`src/rtl/bus_retry_pkg.sv`:
```
// Package: bus_retry_pkg
// Holds the shared types of the retry handler.
// Assumes one address tenure is tracked at a time.
package bus_retry_pkg;

    // Phase of the retry sampling window for the tenure in flight
    typedef enum logic [1:0] {
        PH_IDLE = 2'd0,  // no tenure, or window already closed
        PH_WAIT = 2'd1,  // transfer start seen, window not yet open
        PH_OPEN = 2'd2,  // retry legal, acknowledge not yet seen
        PH_LAST = 2'd3   // cycle right after acknowledge, final legal cycle
    } rty_phase_e;

endpackage

```
`src/rtl/rty_window.sv`:
```
// Module: rty_window
// Tracks the legal retry sampling window of the current address tenure.
// Produces a single detection pulse per tenure. The window opens OPEN_DELAY
// cycles after a sampled transfer start and closes after the cycle that
// follows the address acknowledge.
// Assumes OPEN_DELAY >= 2, and that a new transfer start restarts tracking.
module rty_window
    import bus_retry_pkg::*;
#(
    parameter int OPEN_DELAY = 2
) (
    input  logic clk,
    input  logic rst_n,
    input  logic ts_n,
    input  logic aack_n,
    input  logic retry_n,
    output logic hit,
    output logic win_last
);

    localparam int CW = $clog2(OPEN_DELAY + 1);
    localparam logic [CW-1:0] CNT_ONE  = CW'(1);
    localparam logic [CW-1:0] CNT_EDGE = CW'(OPEN_DELAY - 1);

    rty_phase_e     phase_q, phase_d;
    logic [CW-1:0]  cnt_q, cnt_d;
    logic           seen_q, seen_d;
    logic           win_open;

    // Window is open in the two legal phases
    always_comb begin
        win_open = (phase_q == PH_OPEN) || (phase_q == PH_LAST);
        win_last = (phase_q == PH_LAST);
        hit      = win_open && !retry_n && !seen_q;
    end

    // Next-phase logic for the sampling window
    always_comb begin
        phase_d = phase_q;
        cnt_d   = cnt_q;
        if (!ts_n) begin
            phase_d = PH_WAIT;
            cnt_d   = CNT_ONE;
        end else begin
            unique case (phase_q)
                PH_WAIT: begin
                    cnt_d = cnt_q + CNT_ONE;
                    if (cnt_q == CNT_EDGE) begin
                        phase_d = aack_n ? PH_OPEN : PH_LAST;
                    end else if (!aack_n) begin
                        phase_d = PH_IDLE;
                    end
                end
                PH_OPEN: begin
                    if (!aack_n) begin
                        phase_d = PH_LAST;
                    end
                end
                PH_LAST: phase_d = PH_IDLE;
                default: phase_d = PH_IDLE;
            endcase
        end
    end

    // Detection flag: set on the first hit, cleared by a new transfer start
    always_comb begin
        seen_d = seen_q;
        if (!ts_n) begin
            seen_d = 1'b0;
        end else if (hit) begin
            seen_d = 1'b1;
        end
    end

    // Register window state
    always_ff @(posedge clk) begin
        if (!rst_n) begin
            phase_q <= PH_IDLE;
            cnt_q   <= '0;
            seen_q  <= 1'b0;
        end else begin
            phase_q <= phase_d;
            cnt_q   <= cnt_d;
            seen_q  <= seen_d;
        end
    end

endmodule

```
`src/rtl/rty_owner.sv`:
```
// Module: rty_owner
// Records whether the tenure in flight was started by this agent. Keeps the
// pending reissue and forms the same-cycle data abort.
// Assumes hit is already qualified by the sampling window.
module rty_owner (
    input  logic clk,
    input  logic rst_n,
    input  logic ts_n,
    input  logic ts_mine,
    input  logic hit,
    input  logic win_last,
    input  logic dbusy_n,
    output logic reissue_pend,
    output logic abort
);

    logic owner_q, owner_d;
    logic pend_q, pend_d;

    // Abort the data tenure at once when our own tenure is retried
    always_comb begin
        abort = hit && owner_q && !dbusy_n;
    end

    // Ownership follows transfer starts and ends with the window or a retry
    always_comb begin
        owner_d = owner_q;
        if (!ts_n) begin
            owner_d = ts_mine;
        end else if (hit || win_last) begin
            owner_d = 1'b0;
        end
    end

    // Reissue is set by a retry of our tenure, cleared by our next start
    always_comb begin
        pend_d = pend_q;
        if (hit && owner_q) begin
            pend_d = 1'b1;
        end else if (!ts_n && ts_mine) begin
            pend_d = 1'b0;
        end
    end

    // Register ownership and reissue
    always_ff @(posedge clk) begin
        if (!rst_n) begin
            owner_q <= 1'b0;
            pend_q  <= 1'b0;
        end else begin
            owner_q <= owner_d;
            pend_q  <= pend_d;
        end
    end

    assign reissue_pend = pend_q;

endmodule

```
`src/rtl/rty_gate.sv`:
```
// Module: rty_gate
// Blanks the bus grant and withholds the bus request for BLACKOUT cycles,
// starting with the detection cycle itself.
// Assumes BLACKOUT >= 1; the detection cycle is covered combinationally.
module rty_gate #(
    parameter int BLACKOUT = 2
) (
    input  logic clk,
    input  logic rst_n,
    input  logic hit,
    input  logic grant_n,
    input  logic need_bus,
    input  logic reissue_pend,
    output logic req_n,
    output logic grant_q_n
);

    logic tail;
    logic mask;

    generate
        if (BLACKOUT > 1) begin : g_tail
            localparam int BW = $clog2(BLACKOUT);
            localparam logic [BW-1:0] TAIL_LOAD = BW'(BLACKOUT - 1);
            logic [BW-1:0] left_q;

            // Count the blackout cycles that follow the detection cycle
            always_ff @(posedge clk) begin
                if (!rst_n) begin
                    left_q <= '0;
                end else if (hit) begin
                    left_q <= TAIL_LOAD;
                end else if (left_q != '0) begin
                    left_q <= left_q - BW'(1);
                end
            end

            assign tail = (left_q != '0);
        end else begin : g_notail
            assign tail = 1'b0;
        end
    endgenerate

    // Combine detection and tail into the blanking mask and drive outputs
    always_comb begin
        mask      = hit || tail;
        grant_q_n = grant_n || mask;
        req_n     = !((need_bus || reissue_pend) && !mask);
    end

endmodule

```
`src/rtl/bus_retry_handler.sv`:
```
// Module: bus_retry_handler
// Top of the master-side retry handler. Joins the window tracker, the
// ownership and reissue logic, and the grant and request gating.
// Assumes all bus strobes are active-low and sampled on the rising edge.
module bus_retry_handler #(
    parameter int OPEN_DELAY = 2,
    parameter int BLACKOUT   = 2
) (
    input  logic clk,
    input  logic rst_n,
    input  logic need_bus,
    input  logic ts_n,
    input  logic ts_mine,
    input  logic aack_n,
    input  logic retry_n,
    input  logic grant_n,
    input  logic dbusy_n,
    output logic req_n,
    output logic grant_q_n,
    output logic abort_n,
    output logic reissue_n
);

    logic hit;
    logic win_last;
    logic reissue_pend;
    logic abort;

    rty_window #(.OPEN_DELAY(OPEN_DELAY)) u_window (
        .clk      (clk),
        .rst_n    (rst_n),
        .ts_n     (ts_n),
        .aack_n   (aack_n),
        .retry_n  (retry_n),
        .hit      (hit),
        .win_last (win_last)
    );

    rty_owner u_owner (
        .clk          (clk),
        .rst_n        (rst_n),
        .ts_n         (ts_n),
        .ts_mine      (ts_mine),
        .hit          (hit),
        .win_last     (win_last),
        .dbusy_n      (dbusy_n),
        .reissue_pend (reissue_pend),
        .abort        (abort)
    );

    rty_gate #(.BLACKOUT(BLACKOUT)) u_gate (
        .clk          (clk),
        .rst_n        (rst_n),
        .hit          (hit),
        .grant_n      (grant_n),
        .need_bus     (need_bus),
        .reissue_pend (reissue_pend),
        .req_n        (req_n),
        .grant_q_n    (grant_q_n)
    );

    // Drive active-low status outputs
    always_comb begin
        abort_n   = !abort;
        reissue_n = !reissue_pend;
    end

endmodule

```
`config.mk`:
```
export PLATFORM = sky130hd
export DESIGN_NAME = bus_retry_handler
export DESIGN_NICKNAME = d
export VERILOG_FILES = /design/src/rtl/bus_retry_pkg.sv /design/src/rtl/rty_window.sv /design/src/rtl/rty_owner.sv /design/src/rtl/rty_gate.sv /design/src/rtl/bus_retry_handler.sv
export SDC_FILE = /design/constraint.sdc
export NUM_CORES = 1
export LEC_CHECK = 0
export ABC_AREA = 1
export BUFFER_PORTS_ARGS = -buffer_cell sky130_fd_sc_hd__buf_2
export CAP_MARGIN = 20
export CORE_AREA = 5 5 42 44
export CTS_BUF_LIST = sky130_fd_sc_hd__clkbuf_4
export DETAILED_ROUTE_END_ITERATION = 8
export DIE_AREA = 0 0 47 49
export PLACE_DENSITY = 0.59
export SLEW_MARGIN = 0
export SYNTH_ARGS = -nofsm -noshare
export SYNTH_HDL_FRONTEND = slang
export SYNTH_SLANG_ARGS = --single-unit
```
`constraint.sdc`:
```
create_clock -name clk -period 1.7 [get_ports clk]
set_input_delay 0.425 -clock clk [delete_from_list [all_inputs] [get_ports clk]]
set_output_delay 0.425 -clock clk [all_outputs]
set_load 0.005 [all_outputs]
```
==> flow_summary.ini <==
[run_status]
status = complete, but fails checks
violations = negative setup slack

[cells_and_area]
layout.nets = 95
area.growth.synth_to_final_pct = 39.2
final_cell_area_sq_um = 604
n_fill_cell = 148
antennaDiodeCount = 0
drive_above_1_share_pct = 38.8
fin_cells = 96

[cts]
clkSlewWorstSetupHoldPaths_ps = 60
clock_latency_ps = 260
cts_buffer_depth = 2
hold_buffers = 0
cts_num_sinks = 8
cts_tree = done
htreeDepth = 1
clock-root-buffer = clkbuf_4
cts-buffers-inserted = 3

[synthesis]
syn_nets = 74
synthDistinctLibCells = 16
avgSynthCellArea_sq_um = 7.12
syn_area_sq_um = 434
synth_seq_cells = 8
synthCells = 61
yosysWarnings = 0
ys_seq_area_share_pct = 36.9

[setup_path]
critPathKind = flip-flop to output port
r2r_setup_slack_ps = 510
end_kind = output port
cp-startpoint = u_window.phase_q[0]
setup.worst_path.start_class = flip-flop
r2r-start = u_window.phase_q[1]
ff2ff_path_depth = 8
max_stage_delay_ps = 360
cp_cell_sequence = inv_4 > ha_4 > o21ai_2 > inv_2 > nand2_1 > or2_1 > buf_2
worstReg2RegEnd = u_window.phase_q[0]
worstPathMaxFanout = 3
worstPathRequired_ps = 1270
arrival_ps = 1320
cp_slowest_cell = dfxtp_4

[sta]
setup_ws_ps = -44.1
drv_slew = 0
finalHoldViolCount = 0
slew_headroom_pct = 83.8
period_share_pct = 103
worst_pin_slew_ps = 243
rsz0062_at_grt = true
skew_ps = 0.990
fmax_mhz = 573
period_needed_ps = 1740
fin_tns_setup_ps = -93.6
finalSetupViolCount = 3

[global_routing]
grt_max_degree = 7
antenna_found_initial = 0
grt_usage_pct = 8.69
grt_pass1_wl_um = 1390
overflow = 0
first_global_vias = 356

[worst_hold_path]
min_to = u_owner.owner_q
hp-start = ts_mine
holdPathStages = 3
hp-class = input port to flip-flop

[routing]
drt_iter0_drc = 2
routed_wl_um = 917
firstDrtPassIters = 2
vias = 427
postRouteAntennaNets = 0
via_per_inst = 4.45
routedWlPerCell_um = 9.55
drc = 0

[placed_design]
gp_congestion = 0.729
placed_cell_area_sq_um = 514
dp.cells = 89
hpwl_um = 676
portBuffers = 12
place_ws_ps = 49.0

[die]
std_cell_rows = 14
initial_core_util_pct = 31.0
die_w_um = 47
ios = 13
dieArea_sq_um = 2300
fp.dieH_um = 49
core_area_sq_um = 1400

[run]
drv_cap = 0

[power]
ir_worst_vdd_mv = 0.298
p_leak_uw = 0.000286
powerDensity_nw_per_um2 = 663
power.total_uw = 401
critical path: cells and delay by family (launching register included):
kind | cells | cell delay, ps
flops | 1 | 360
buf+inv | 3 | 250
simple gates | 2 | 250
fa+ha+maj | 1 | 130
compound gates | 1 | 60
synthesized netlist by cell type (all sizes together):
| cell | count | share of area (%) |
|---|---|---|
| a211oi | 1 | 1.7 |
| a21oi | 5 | 7.5 |
| dfxtp | 8 | 37 |
| ha | 4 | 12 |
| inv | 13 | 11 |
| nand2 | 12 | 10 |
| nand3 | 3 | 4.6 |
| nand4 | 1 | 1.4 |
| nor2 | 11 | 10 |
| o21ai | 2 | 3.2 |
| or2 | 1 | 1.4 |
what timing repair did:
item                       CTS  global route
setup buffers                4             0
setup endpoints to repair    3             3
pin swaps                    3             1
gates resized for setup     12             0
registers in the layout (all words and copies together) (netlist names):
name / cells
u_window.phase_q: 2
u_owner.reissue_pend: 1
u_gate.g_tail.left_q: 1
u_window.cnt_q: 2
u_window.seen_q: 1
u_owner.owner_q: 1
cell type report:
cell class | instances | area, sq um | share of cell area, %
inverters | 13 | 51.3 | 8.49
repair buffers | 16 | 90.1 | 14.9
flip-flops and latches | 8 | 168 | 27.7
clock buffers | 3 | 22.5 | 3.73
multi-input cells | 40 | 253 | 41.8
well taps | 16 | 20.0 | 3.31
cell families after synthesis:
family                     count (synthesis)  synth area share (%)
and+or+nand+nor                           28                  28.0
buffers and inverters                     13                  11.2
AOI/OAI and AO/OA                          8                  12.4
DFF                                        8                  36.9
adders and majority gates                  4                  11.5
report_power, final:
| group | switching [uW] | total [uW] | leakage, uW | internal (uW) |
|---|---|---|---|---|
| clock | 72.3 | 154 | 0.0000138 | 81.3 |
| combinational | 27.3 | 50.2 | 0.000205 | 22.9 |
| sequential | 5.34 | 197 | 0.0000667 | 191 |
worst max path at each step:
stage	to	slack [ps]	depth (start not counted)
after floorplan	req_n	220	6
after global placement	req_n	80	7
after detailed placement	req_n	50	7
after CTS	abort_n	-50	7
after global routing	abort_n	-110	7
final	abort_n	-40	7
cell usage in the layout (no fill, tap or decap):
cell type / count
buf_2: 12
ha_1: 2
inv_2: 1
nand3_2: 1
nor2_1: 9
inv_4: 1
nor2_2: 2
a21oi_1: 3
ha_4: 2
dfxtp_1: 6
clkbuf_4: 3
nand3_1: 2
o21ai_2: 1
a211oi_1: 1
buf_4: 4
inv_1: 11
nand4_1: 1
dfxtp_4: 2
or2_1: 1
a21oi_2: 2
nand2_1: 12
o21ai_1: 1
through the flow:
| stage | hold WS (ps) | utilization (%) |
|---|---|---|
| finish | 440 | 43.1 |
| global route | 472 | 43.1 |
| floorplan | 453 | - |
| CTS | 436 | 43.1 |
| global placement | 478 | 36.7 |
| detailed placement | 477 | 36.7 |
per-layer routing:
layer	global-route usage, %	vias up	share of wire (%)
li1	-	228	-
met3	2.58	5	4.6
met4	8.29	0	4.1
met1	8.87	187	44
met2	13.1	7	48
met5	0	-	0
Power figures use the tool's default switching activity.
